$ cat src/rtl/crm_pkg.sv
package crm_pkg;
  typedef enum logic [1:0] {
    ST_IDLE  = 2'd0,
    ST_RUN   = 2'd1,
    ST_CHECK = 2'd2,
    ST_DONE  = 2'd3
  } seq_state_t;

  localparam logic [1:0] LIM_NONE = 2'b00;
  localparam logic [1:0] LIM_TWO  = 2'b01;
  localparam logic [1:0] LIM_FOUR = 2'b10;

  localparam int unsigned CAP_TWO  = 2;
  localparam int unsigned CAP_FOUR = 4;
endpackage

$ cat src/rtl/crm_cfg_regs.sv
module crm_cfg_regs #(
  parameter int NUM_SRC = 4
) (
  input  logic               clk,
  input  logic               rst_n,
  input  logic               cfg_wr,
  input  logic [NUM_SRC-1:0] cfg_en_wdata,
  input  logic [1:0]         cfg_mode_wdata,
  input  logic               flag_clr,
  input  logic               retry_fire,
  output logic [NUM_SRC-1:0] en_q,
  output logic [1:0]         mode_q,
  output logic               flag_q
);
  always_ff @(posedge clk or negedge rst_n) begin
    if (!rst_n) begin
      en_q   <= '0;
      mode_q <= crm_pkg::LIM_NONE;
    end else if (cfg_wr) begin
      en_q   <= cfg_en_wdata;
      mode_q <= cfg_mode_wdata;
    end
  end

  // A retry sets the flag, and setting wins over a clear in the same cycle.
  always_ff @(posedge clk or negedge rst_n) begin
    if (!rst_n)          flag_q <= 1'b0;
    else if (retry_fire) flag_q <= 1'b1;
    else if (flag_clr)   flag_q <= 1'b0;
  end
endmodule

$ cat src/rtl/crm_corrupt_detect.sv
module crm_corrupt_detect #(
  parameter int NUM_SRC = 4
) (
  input  logic               clk,
  input  logic               rst_n,
  input  logic [NUM_SRC-1:0] src_evt,
  input  logic [NUM_SRC-1:0] en,
  input  logic               watch,
  input  logic               consume,
  output logic               corrupt_q
);
  logic [NUM_SRC-1:0] masked;
  logic               hit;

  // Only strobes from enabled sources are kept; the rest are masked out.
  genvar g;
  generate
    for (g = 0; g < NUM_SRC; g++) begin : g_mask
      assign masked[g] = src_evt[g] & en[g];
    end
  endgenerate

  assign hit = |masked;

  // The mark collects hits over a whole phase, including the phase-done cycle.
  // It is cleared when the sequencer reads it in the check cycle.
  always_ff @(posedge clk or negedge rst_n) begin
    if (!rst_n)       corrupt_q <= 1'b0;
    else if (consume) corrupt_q <= 1'b0;
    else if (watch)   corrupt_q <= corrupt_q | hit;
  end
endmodule

$ cat src/rtl/crm_sequencer.sv
module crm_sequencer
  import crm_pkg::*;
#(
  parameter int NUM_PHASES = 8,
  parameter int CNT_W      = 6,
  localparam int IDX_W     = (NUM_PHASES > 1) ? $clog2(NUM_PHASES) : 1
) (
  input  logic             clk,
  input  logic             rst_n,
  input  logic             conv_start,
  input  logic             phase_done,
  input  logic             corrupt,
  input  logic [1:0]       mode,
  output seq_state_t       state,
  output logic [IDX_W-1:0] phase_idx,
  output logic [CNT_W-1:0] retry_cnt,
  output logic             retry_fire
);
  localparam logic [IDX_W-1:0] LAST_IDX = IDX_W'(NUM_PHASES - 1);
  localparam logic [CNT_W-1:0] CAP2     = CNT_W'(CAP_TWO);
  localparam logic [CNT_W-1:0] CAP4     = CNT_W'(CAP_FOUR);

  logic [1:0] lim_q;
  logic       capped;
  logic       start_ok;

  assign start_ok = (state == ST_IDLE) && conv_start;

  // The cap follows the limit mode captured at start.
  always_comb begin
    case (lim_q)
      LIM_TWO:  capped = (retry_cnt >= CAP2);
      LIM_FOUR: capped = (retry_cnt >= CAP4);
      default:  capped = 1'b0;
    endcase
  end

  assign retry_fire = (state == ST_CHECK) && corrupt && !capped;

  always_ff @(posedge clk or negedge rst_n) begin
    if (!rst_n) begin
      state     <= ST_IDLE;
      phase_idx <= '0;
      retry_cnt <= '0;
      lim_q     <= LIM_NONE;
    end else begin
      case (state)
        ST_IDLE: begin
          if (start_ok) begin
            state     <= ST_RUN;
            phase_idx <= '0;
            retry_cnt <= '0;
            lim_q     <= mode;
          end
        end
        ST_RUN: begin
          if (phase_done) state <= ST_CHECK;
        end
        ST_CHECK: begin
          if (retry_fire) begin
            state <= ST_RUN;
            // The count saturates when retries are unlimited.
            if (retry_cnt != '1) retry_cnt <= retry_cnt + 1'b1;
          end else if (phase_idx == LAST_IDX) begin
            state <= ST_DONE;
          end else begin
            state     <= ST_RUN;
            phase_idx <= phase_idx + 1'b1;
          end
        end
        default: begin
          state     <= ST_IDLE;
          phase_idx <= '0;
        end
      endcase
    end
  end
endmodule

$ cat src/rtl/convretry_monitor.sv
module convretry_monitor
  import crm_pkg::*;
#(
  parameter int NUM_SRC    = 4,
  parameter int NUM_PHASES = 8,
  parameter int CNT_W      = 6,
  localparam int IDX_W     = (NUM_PHASES > 1) ? $clog2(NUM_PHASES) : 1
) (
  input  logic               clk,
  input  logic               rst_n,
  input  logic               cfg_wr,
  input  logic [NUM_SRC-1:0] cfg_en_wdata,
  input  logic [1:0]         cfg_mode_wdata,
  input  logic               flag_clr,
  output logic [NUM_SRC-1:0] cfg_en_q,
  output logic [1:0]         cfg_mode_q,
  output logic               event_flag,
  input  logic [NUM_SRC-1:0] src_evt,
  input  logic               conv_start,
  input  logic               phase_done,
  output logic               conv_busy,
  output logic               phase_run,
  output logic [IDX_W-1:0]   phase_idx,
  output logic [CNT_W-1:0]   retry_cnt,
  output logic               done_pulse,
  output logic [CNT_W-1:0]   done_retries
);
  seq_state_t state;
  logic       corrupt;
  logic       retry_fire;

  crm_cfg_regs #(.NUM_SRC(NUM_SRC)) u_cfg (
    .clk            (clk),
    .rst_n          (rst_n),
    .cfg_wr         (cfg_wr),
    .cfg_en_wdata   (cfg_en_wdata),
    .cfg_mode_wdata (cfg_mode_wdata),
    .flag_clr       (flag_clr),
    .retry_fire     (retry_fire),
    .en_q           (cfg_en_q),
    .mode_q         (cfg_mode_q),
    .flag_q         (event_flag)
  );

  crm_corrupt_detect #(.NUM_SRC(NUM_SRC)) u_det (
    .clk       (clk),
    .rst_n     (rst_n),
    .src_evt   (src_evt),
    .en        (cfg_en_q),
    .watch     (state == ST_RUN),
    .consume   (state == ST_CHECK),
    .corrupt_q (corrupt)
  );

  crm_sequencer #(.NUM_PHASES(NUM_PHASES), .CNT_W(CNT_W)) u_seq (
    .clk        (clk),
    .rst_n      (rst_n),
    .conv_start (conv_start),
    .phase_done (phase_done),
    .corrupt    (corrupt),
    .mode       (cfg_mode_q),
    .state      (state),
    .phase_idx  (phase_idx),
    .retry_cnt  (retry_cnt),
    .retry_fire (retry_fire)
  );

  assign conv_busy    = (state != ST_IDLE);
  assign phase_run    = (state == ST_RUN);
  assign done_pulse   = (state == ST_DONE);
  assign done_retries = done_pulse ? retry_cnt : '0;
endmodule

$ cat config.mk
export PLATFORM = sky130hd
export DESIGN_NAME = convretry_monitor
export DESIGN_NICKNAME = d
export VERILOG_FILES = /design/src/rtl/crm_pkg.sv /design/src/rtl/crm_cfg_regs.sv /design/src/rtl/crm_corrupt_detect.sv /design/src/rtl/crm_sequencer.sv /design/src/rtl/convretry_monitor.sv
export SDC_FILE = /design/constraint.sdc
export NUM_CORES = 1
export LEC_CHECK = 0
export BUFFER_PORTS_ARGS = -buffer_cell sky130_fd_sc_hd__buf_2
export CORE_ASPECT_RATIO = 1.5
export CORE_MARGIN = 4
export CORE_UTILIZATION = 45
export DETAILED_ROUTE_END_ITERATION = 10
export GPL_TIMING_DRIVEN = 0
export PLACE_DENSITY = 0.8
export SKIP_LAST_GASP = 1
export SLEW_MARGIN = 25
export SYNTH_ARGS = -nofsm -noshare
export SYNTH_HDL_FRONTEND = slang
export SYNTH_SLANG_ARGS = --single-unit
$ cat constraint.sdc
create_clock -name clk -period 1.77 [get_ports clk]
set_input_delay 0.0885 -clock clk [delete_from_list [all_inputs] [get_ports clk]]
set_output_delay 0.0885 -clock clk [all_outputs]
set_load 0.05 [all_outputs]
# ---- Word-level counts from Yosys, hierarchy flattened
# Cells that the tools add are included.
dict set report word_totals {
  register_bits 21
  input_bits 16
  word_cells 64
}
dict set report classes {
  add_sub_neg 2
  n_lt_le_gt_ge 2
  n_eq_ne 13
  muxes 19
  bitwise_logic 6
  n_reduce_logical 14
}
# cell count
set op_table {}
lappend op_table {{6-bit 2-to-1 mux} 4}
lappend op_table {{6-bit one-hot mux with 2 select lines} 1}
lappend op_table {{3-bit 2-to-1 mux} 3}
lappend op_table {{3-bit one-hot mux with 3 select lines} 1}
lappend op_table {{2-bit 2-to-1 mux} 4}
lappend op_table {{2-bit != test, second input constant} 4}
lappend op_table {{4-bit AND reduction} 2}
lappend op_table {{2-bit nonzero test} 4}
lappend op_table {{6-bit by 1-bit adder with 6-bit output, second input constant} 1}
lappend op_table {{2-bit == test, second input constant} 3}
lappend op_table {{6-bit by 2-bit greater-or-equal comparator with 1-bit output, second input constant} 1}
lappend op_table {{6-bit by 3-bit greater-or-equal comparator with 1-bit output, second input constant} 1}
lappend op_table {{6-bit != test, second input constant} 1}
lappend op_table {{2-bit one-hot mux with 3 select lines} 1}
lappend op_table {{1-bit AND} 4}
lappend op_table {{2-bit by 1-bit == test with 1-bit output, second input constant} 2}
lappend op_table {{1-bit 2-to-1 mux} 4}
lappend op_table {{2-bit by 1-bit != test with 1-bit output, second input constant} 2}
lappend op_table {{2-bit AND reduction} 2}
lappend op_table {{4-bit OR reduction} 1}
lappend op_table {{3-bit by 1-bit adder with 3-bit output, second input constant} 1}
lappend op_table {{3-bit == test, second input constant} 1}
lappend op_table {{1-bit logical AND} 3}
lappend op_table {{2-bit zero test} 1}
lappend op_table {{other kinds (4)} 4}

# ---- Longest topological paths before layout
dict set report logic_depth {
  ltp_word 6
  mapped_depth 7
  depth_no_buf 6
}

# ---- Hierarchy
# A second synthesis with hierarchy kept.
dict set report hier_totals {
  hier_cells 113
  area_unflattened_um2 1217.4
}
# module instances cells_per_inst area_each_um2 seq_area_each_um2
set by_module_without_submodules {}
lappend by_module_without_submodules {crm_sequencer 1 81 809.5 325.3}
lappend by_module_without_submodules {crm_cfg_regs 1 16 287.8 175.2}
lappend by_module_without_submodules {convretry_monitor 1 10 63.8 0.0}
lappend by_module_without_submodules {crm_corrupt_detect 1 6 56.3 25.0}

# ---- Worst setup path before layout
# OpenSTA, ideal clock, no wires.
dict set report synth_path {
  path_type {register -> register}
  start {register u_seq.retry_cnt[1]}
  end {register u_seq.phase_idx[0]}
  setup_time_ps 125
  t_arrival_ps 1866
  t_required_ps 1645
  setup_slack_ps -221
  stages_incl_launch_ff 7
  path_buffers 1
  cell_sequence {dfrtp_1 > ha_1 > o21ai_0 > a21o_1 > buf_6 > a21oi_4 > mux2_4}
}
dict set report synth_between {
  elab_chain_len 6
  elab_cells_between_ends 7
  classes_between {order compare (2); eq/ne (1); mux (1); reduce/logical (3)}
}
# element line_no
set synth_lines {}
lappend synth_lines {{from (decl)} crm_sequencer.sv:16} ;# output logic [CNT_W-1:0] retry_cnt,
lappend synth_lines {{from (signal assigned)} crm_sequencer.sv:63} ;# if (retry_cnt != '1) retry_cnt <= retry_cnt + 1'b1;
lappend synth_lines {{6-bit by 3-bit greater-or-equal comparator with 1-bit output or 6-bit by 2-bit greater-or-equal comparator with 1-bit output (tied branches)} {crm_sequencer.sv:33, crm_sequencer.sv:32}}
lappend synth_lines {{1-bit one-hot mux with 2 select lines *} crm_sequencer.sv:31} ;# case (lim_q)
lappend synth_lines {{1-bit zero test *} crm_sequencer.sv:38} ;# assign retry_fire = (state == ST_CHECK) && corrupt && !capped;
lappend synth_lines {{1-bit logical AND *} crm_sequencer.sv:38}
lappend synth_lines {{2-bit != test (no line) *} -}
lappend synth_lines {{4-bit AND reduction (no line) *} -}
lappend synth_lines {{to (signal assigned)} crm_sequencer.sv:68} ;# phase_idx <= phase_idx + 1'b1;
lappend synth_lines {{to (decl)} crm_sequencer.sv:15} ;# output logic [IDX_W-1:0] phase_idx,
# Every way passes the cells marked *; elsewhere a longest branch is shown, timed or not.
# A chain may end at the register's enable or synchronous reset.

# ---- Worst setup path in the final report
dict set report layout_path {
  start {register u_seq.state[1]}
  end {register u_seq.phase_idx[0]}
}
dict set report layout_between {
  elab_chain_len 5
  elab_cells_between_ends 12
  classes_between {eq/ne (5); mux (1); bitwise (1); reduce/logical (5)}
}
# element line_no
set layout_lines {}
lappend layout_lines {{from (decl)} crm_sequencer.sv:14} ;# output seq_state_t state,
lappend layout_lines {{from (signal assigned)} crm_sequencer.sv:42} ;# state <= ST_IDLE;
lappend layout_lines {{from (signal assigned)} crm_sequencer.sv:50} ;# state <= ST_RUN;
lappend layout_lines {{from (signal assigned)} crm_sequencer.sv:57} ;# if (phase_done) state <= ST_CHECK;
lappend layout_lines {{2-bit == test} {crm_sequencer.sv:38, crm_sequencer.sv:47}}
lappend layout_lines {{1-bit logical AND (2 in series)} crm_sequencer.sv:38}
lappend layout_lines {{2-bit != test (no line)} -}
lappend layout_lines {{4-bit AND reduction (no line)} -}
# Parallel ways exist; a longest one is shown, timed or not.

==> run_results.csv <==
group,metric,value,unit
run_status,status,"finished, final reports clean",
drt,drtIter0Drc,36,
power_and_ir_drop,p_leak,0.840,nW
finish,fin_cells,217,
min_path,holdCritPathClass,"input pin to register",
run,maxCapViolCount,0,
finish,fill_cells,207,
placement,place_hpwl,2530,microns
die,start_util,0.482,
finish,synthToLayoutAreaGrowth,34.6,%
drt,met2_length,2040,microns
synth,avgSynthCellArea,10.5,sq um
die,dieWidth,52.2,microns
die,die-area,3880,sq um
critical_path,cp-end-kind,"register",
synth,netlist.area_leader.share,0.399,
placement,gp_congestion,0.913,
drt,drc,0,
die,ios,41,
timing,fmax,0.571,GHz
synth,ys_types,35,
synth,netlist_area,1320,sq um
drt,postRouteAntennaNets,0,
critical_path,crit_type,"register to register",
timing,fin_skew,0.00593,ns
die,die_h,74.3,microns
clock_tree,cts-root-buf,"clkbuf_8",
die,row_count,23,
finish,final-seq-area,532,sq um
timing,setup_ws,0.0176,ns
synth,syn_inst,125,
placement,post-place-ws,-0.206,ns
finish,nNetsFinal,208,
synth,seq_area_frac_synth,0.399,
drt,via_per_inst,5.60,
timing,finalSetupViolCount,0,
critical_path,crit_path_max_fanout,6,
drt,routedWlPerCell,16.5,microns
drt,top_layer_used,"met4",
finish,multi_input_area,764,sq um
synth,synth_fp_nets,152,
global_routing,grt_pass1_wl,5750,microns
clock_tree,clk_pin_slew,0.09,ns
timing,rsz0062_at_grt,"true",
placement,port_buffers,39,
timing,worst_pin_slew,0.477,ns
critical_path,cp.required,1.92,ns
drt,wl_met1,1280,microns
clock_tree,cts_tree,"done",
clock_tree,cts.sinks,21,
drt,met3_length,192,microns
finish,utilization,0.649,
drt,drt_pre_antenna_iters,4,
timing,fin_crit_sh,0.990,
power_and_ir_drop,power.density,1730,nW/um^2
timing,slew_headroom,0.682,
global_routing,grtUsageTotal,0.194,
drt,finalWirelength,3580,microns
die,coreArea,2730,sq um
timing,finalMaxSlewViolations,0,
global_routing,antenna_found_initial,0,
critical_path,cp-start-kind,"register",
synth,ys_seq_elements,21,
finish,diodes,0,
power_and_ir_drop,ir_drop,1.07,mV
critical_path,worst-endpoint-arrival,1.91,ns
global_routing,grt_pass1_vias,1310,
global_routing,grt_start_max_net_pins,22,
clock_tree,cts-buffers-inserted,3,
placement,dp_cells,201,
clock_tree,max-clock-path-buffers,2,
global_routing,grt-ovfl-total,0,
synth,yosysWarnings,0,
timing,hold_viol_final,0,
clock_tree,clk-insertion-delay-late,0.27,ns
clock_tree,cts_max_level,1,
timing,holdWs,0.0236,ns
synth,synth_area_leaders,"dfrtp_1 (40%), ha_1 (10%), mux2_2 (6.8%), inv_1 (4.0%), a31oi_1 (3.3%)",
synth,yosys.area.top_type,"dfrtp_1",
drt,dr_total_vias,1216,
finish,drive_gt1_frac,0.517,
timing,fin_crit,1.75,ns
[worst max-delay path, cell delays in order, from the launching register on]
cell     delay, ns
dfrtp_2       0.42
buf_4         0.15
ha_4          0.17
and2_4        0.14
buf_6         0.12
buf_4         0.15
a21oi_4       0.17
mux2_4        0.31
[cells in the mapped netlist]
master      n
a21oi_1     3
a21oi_4     1
mux2_2      8
nand2_1     8
mux2i_1     3
o211ai_1    3
nor2b_1     3
buf_6       2
a41oi_1     2
o21ai_0     4
ha_1       11
nor4_4      1
a221oi_4    1
a22oi_1     2
clkbuf_1    2
a31oi_1     7
o21ba_2     1
a21o_1      1
nand4_1     3
nor2_1      4
o31ai_1     1
or2_2       1
inv_1      14
mux2_4      1
dfrtp_1    21
o2111ai_1   1
a211o_1     1
and4_2      1
o21bai_1    2
a21oi_2     1
o311ai_0    1
and2_2      1
nand3_1     2
and2_1      6
a21bo_2     1
[logic make-up (layout without fill, tap and decap cells)]
kind of cell / after synthesis / in the layout / synth area share
muxes: 12 / 12 / 0.103
and+or+nand+nor: 30 / 30 / 0.133
DFF: 21 / 21 / 0.399
adders and majority gates: 11 / 11 / 0.104
AOI/OAI and AO/OA: 33 / 33 / 0.198
buffers and inverters: 18 / 73 / 0.0627
[stage by stage]
stage               setup TNS [ns]  power (mW)  area [sq um]
floorplan                        0        2.01          1330
global placement            -0.846        2.29          1580
detailed placement           -1.25        2.38          1580
CTS                              0        2.85          1690
global route               -0.0477        3.25          1770
finish                           0        3.07          1770
[metal layers]
metal  GRT usage  up-vias
met5           0        -
met4      0.0938        0
met3      0.0341        9
met2       0.371       56
met1       0.198      590
li1            -      561
[path summary, 6_finish.rpt]
path                                 from                 end  slack, ns  depth (start not counted)
max in group asynchronous           rst_n  u_seq.phase_idx[1]       1.11                          2
min in group asynchronous           rst_n        u_cfg.flag_q       0.30                          2
hold / removal                   flag_clr        u_cfg.flag_q       0.02                          2
setup reg to reg           u_seq.state[1]  u_seq.phase_idx[0]       0.02                          7
hold reg to reg             u_cfg.en_q[2]       u_cfg.en_q[2]       0.54                          1
setup / recovery           u_seq.state[1]  u_seq.phase_idx[0]       0.02                          7
[layout make-up]
type,count,share of cell area
Tap cell,37,0.0261
Clock inverter,1,0.00423
Buffer,4,0.0176
Sequential cell,21,0.300
Inverter,14,0.0318
Timing Repair Buffer,51,0.166
Multi-Input combinational cell,86,0.431
Clock buffer,3,0.0233
[power breakdown]
group | switching, mW | internal [mW]
combinational | 1.18 | 0.782
sequential | 0.157 | 0.625
clock | 0.173 | 0.159
[registers in the layout, indices dropped and copies added (netlist names)]
name and flops:
u_seq.retry_cnt 6, u_cfg.en_q 4, u_cfg.mode_q 2, u_seq.phase_idx 3, u_seq.state 2, u_cfg.flag_q 1, u_det.corrupt_q 1, u_seq.lim_q 2
[cell usage in the layout, fill, tap and decap left out, types with 4 or more instances in the layout]
| cell type | instances |
|---|---|
| and2_1 | 5 |
| buf_4 | 10 |
| a31oi_1 | 7 |
| dfrtp_1 | 16 |
| nor2_1 | 4 |
| buf_2 | 38 |
| ha_2 | 5 |
| nand2_1 | 7 |
| inv_1 | 12 |
| mux2_2 | 8 |
| dfrtp_2 | 5 |
| ha_1 | 5 |
[repair_timing]
item                                    in CTS  in global routing
gates resized for setup                      5                 12
endpoints found under the setup margin       8                 10
setup buffers                                5                  6
endpoints found under the hold margin       21                  0
pin swaps                                    2                  5
hold buffers                                 1                  0
(Power assumes the default switching activity.)
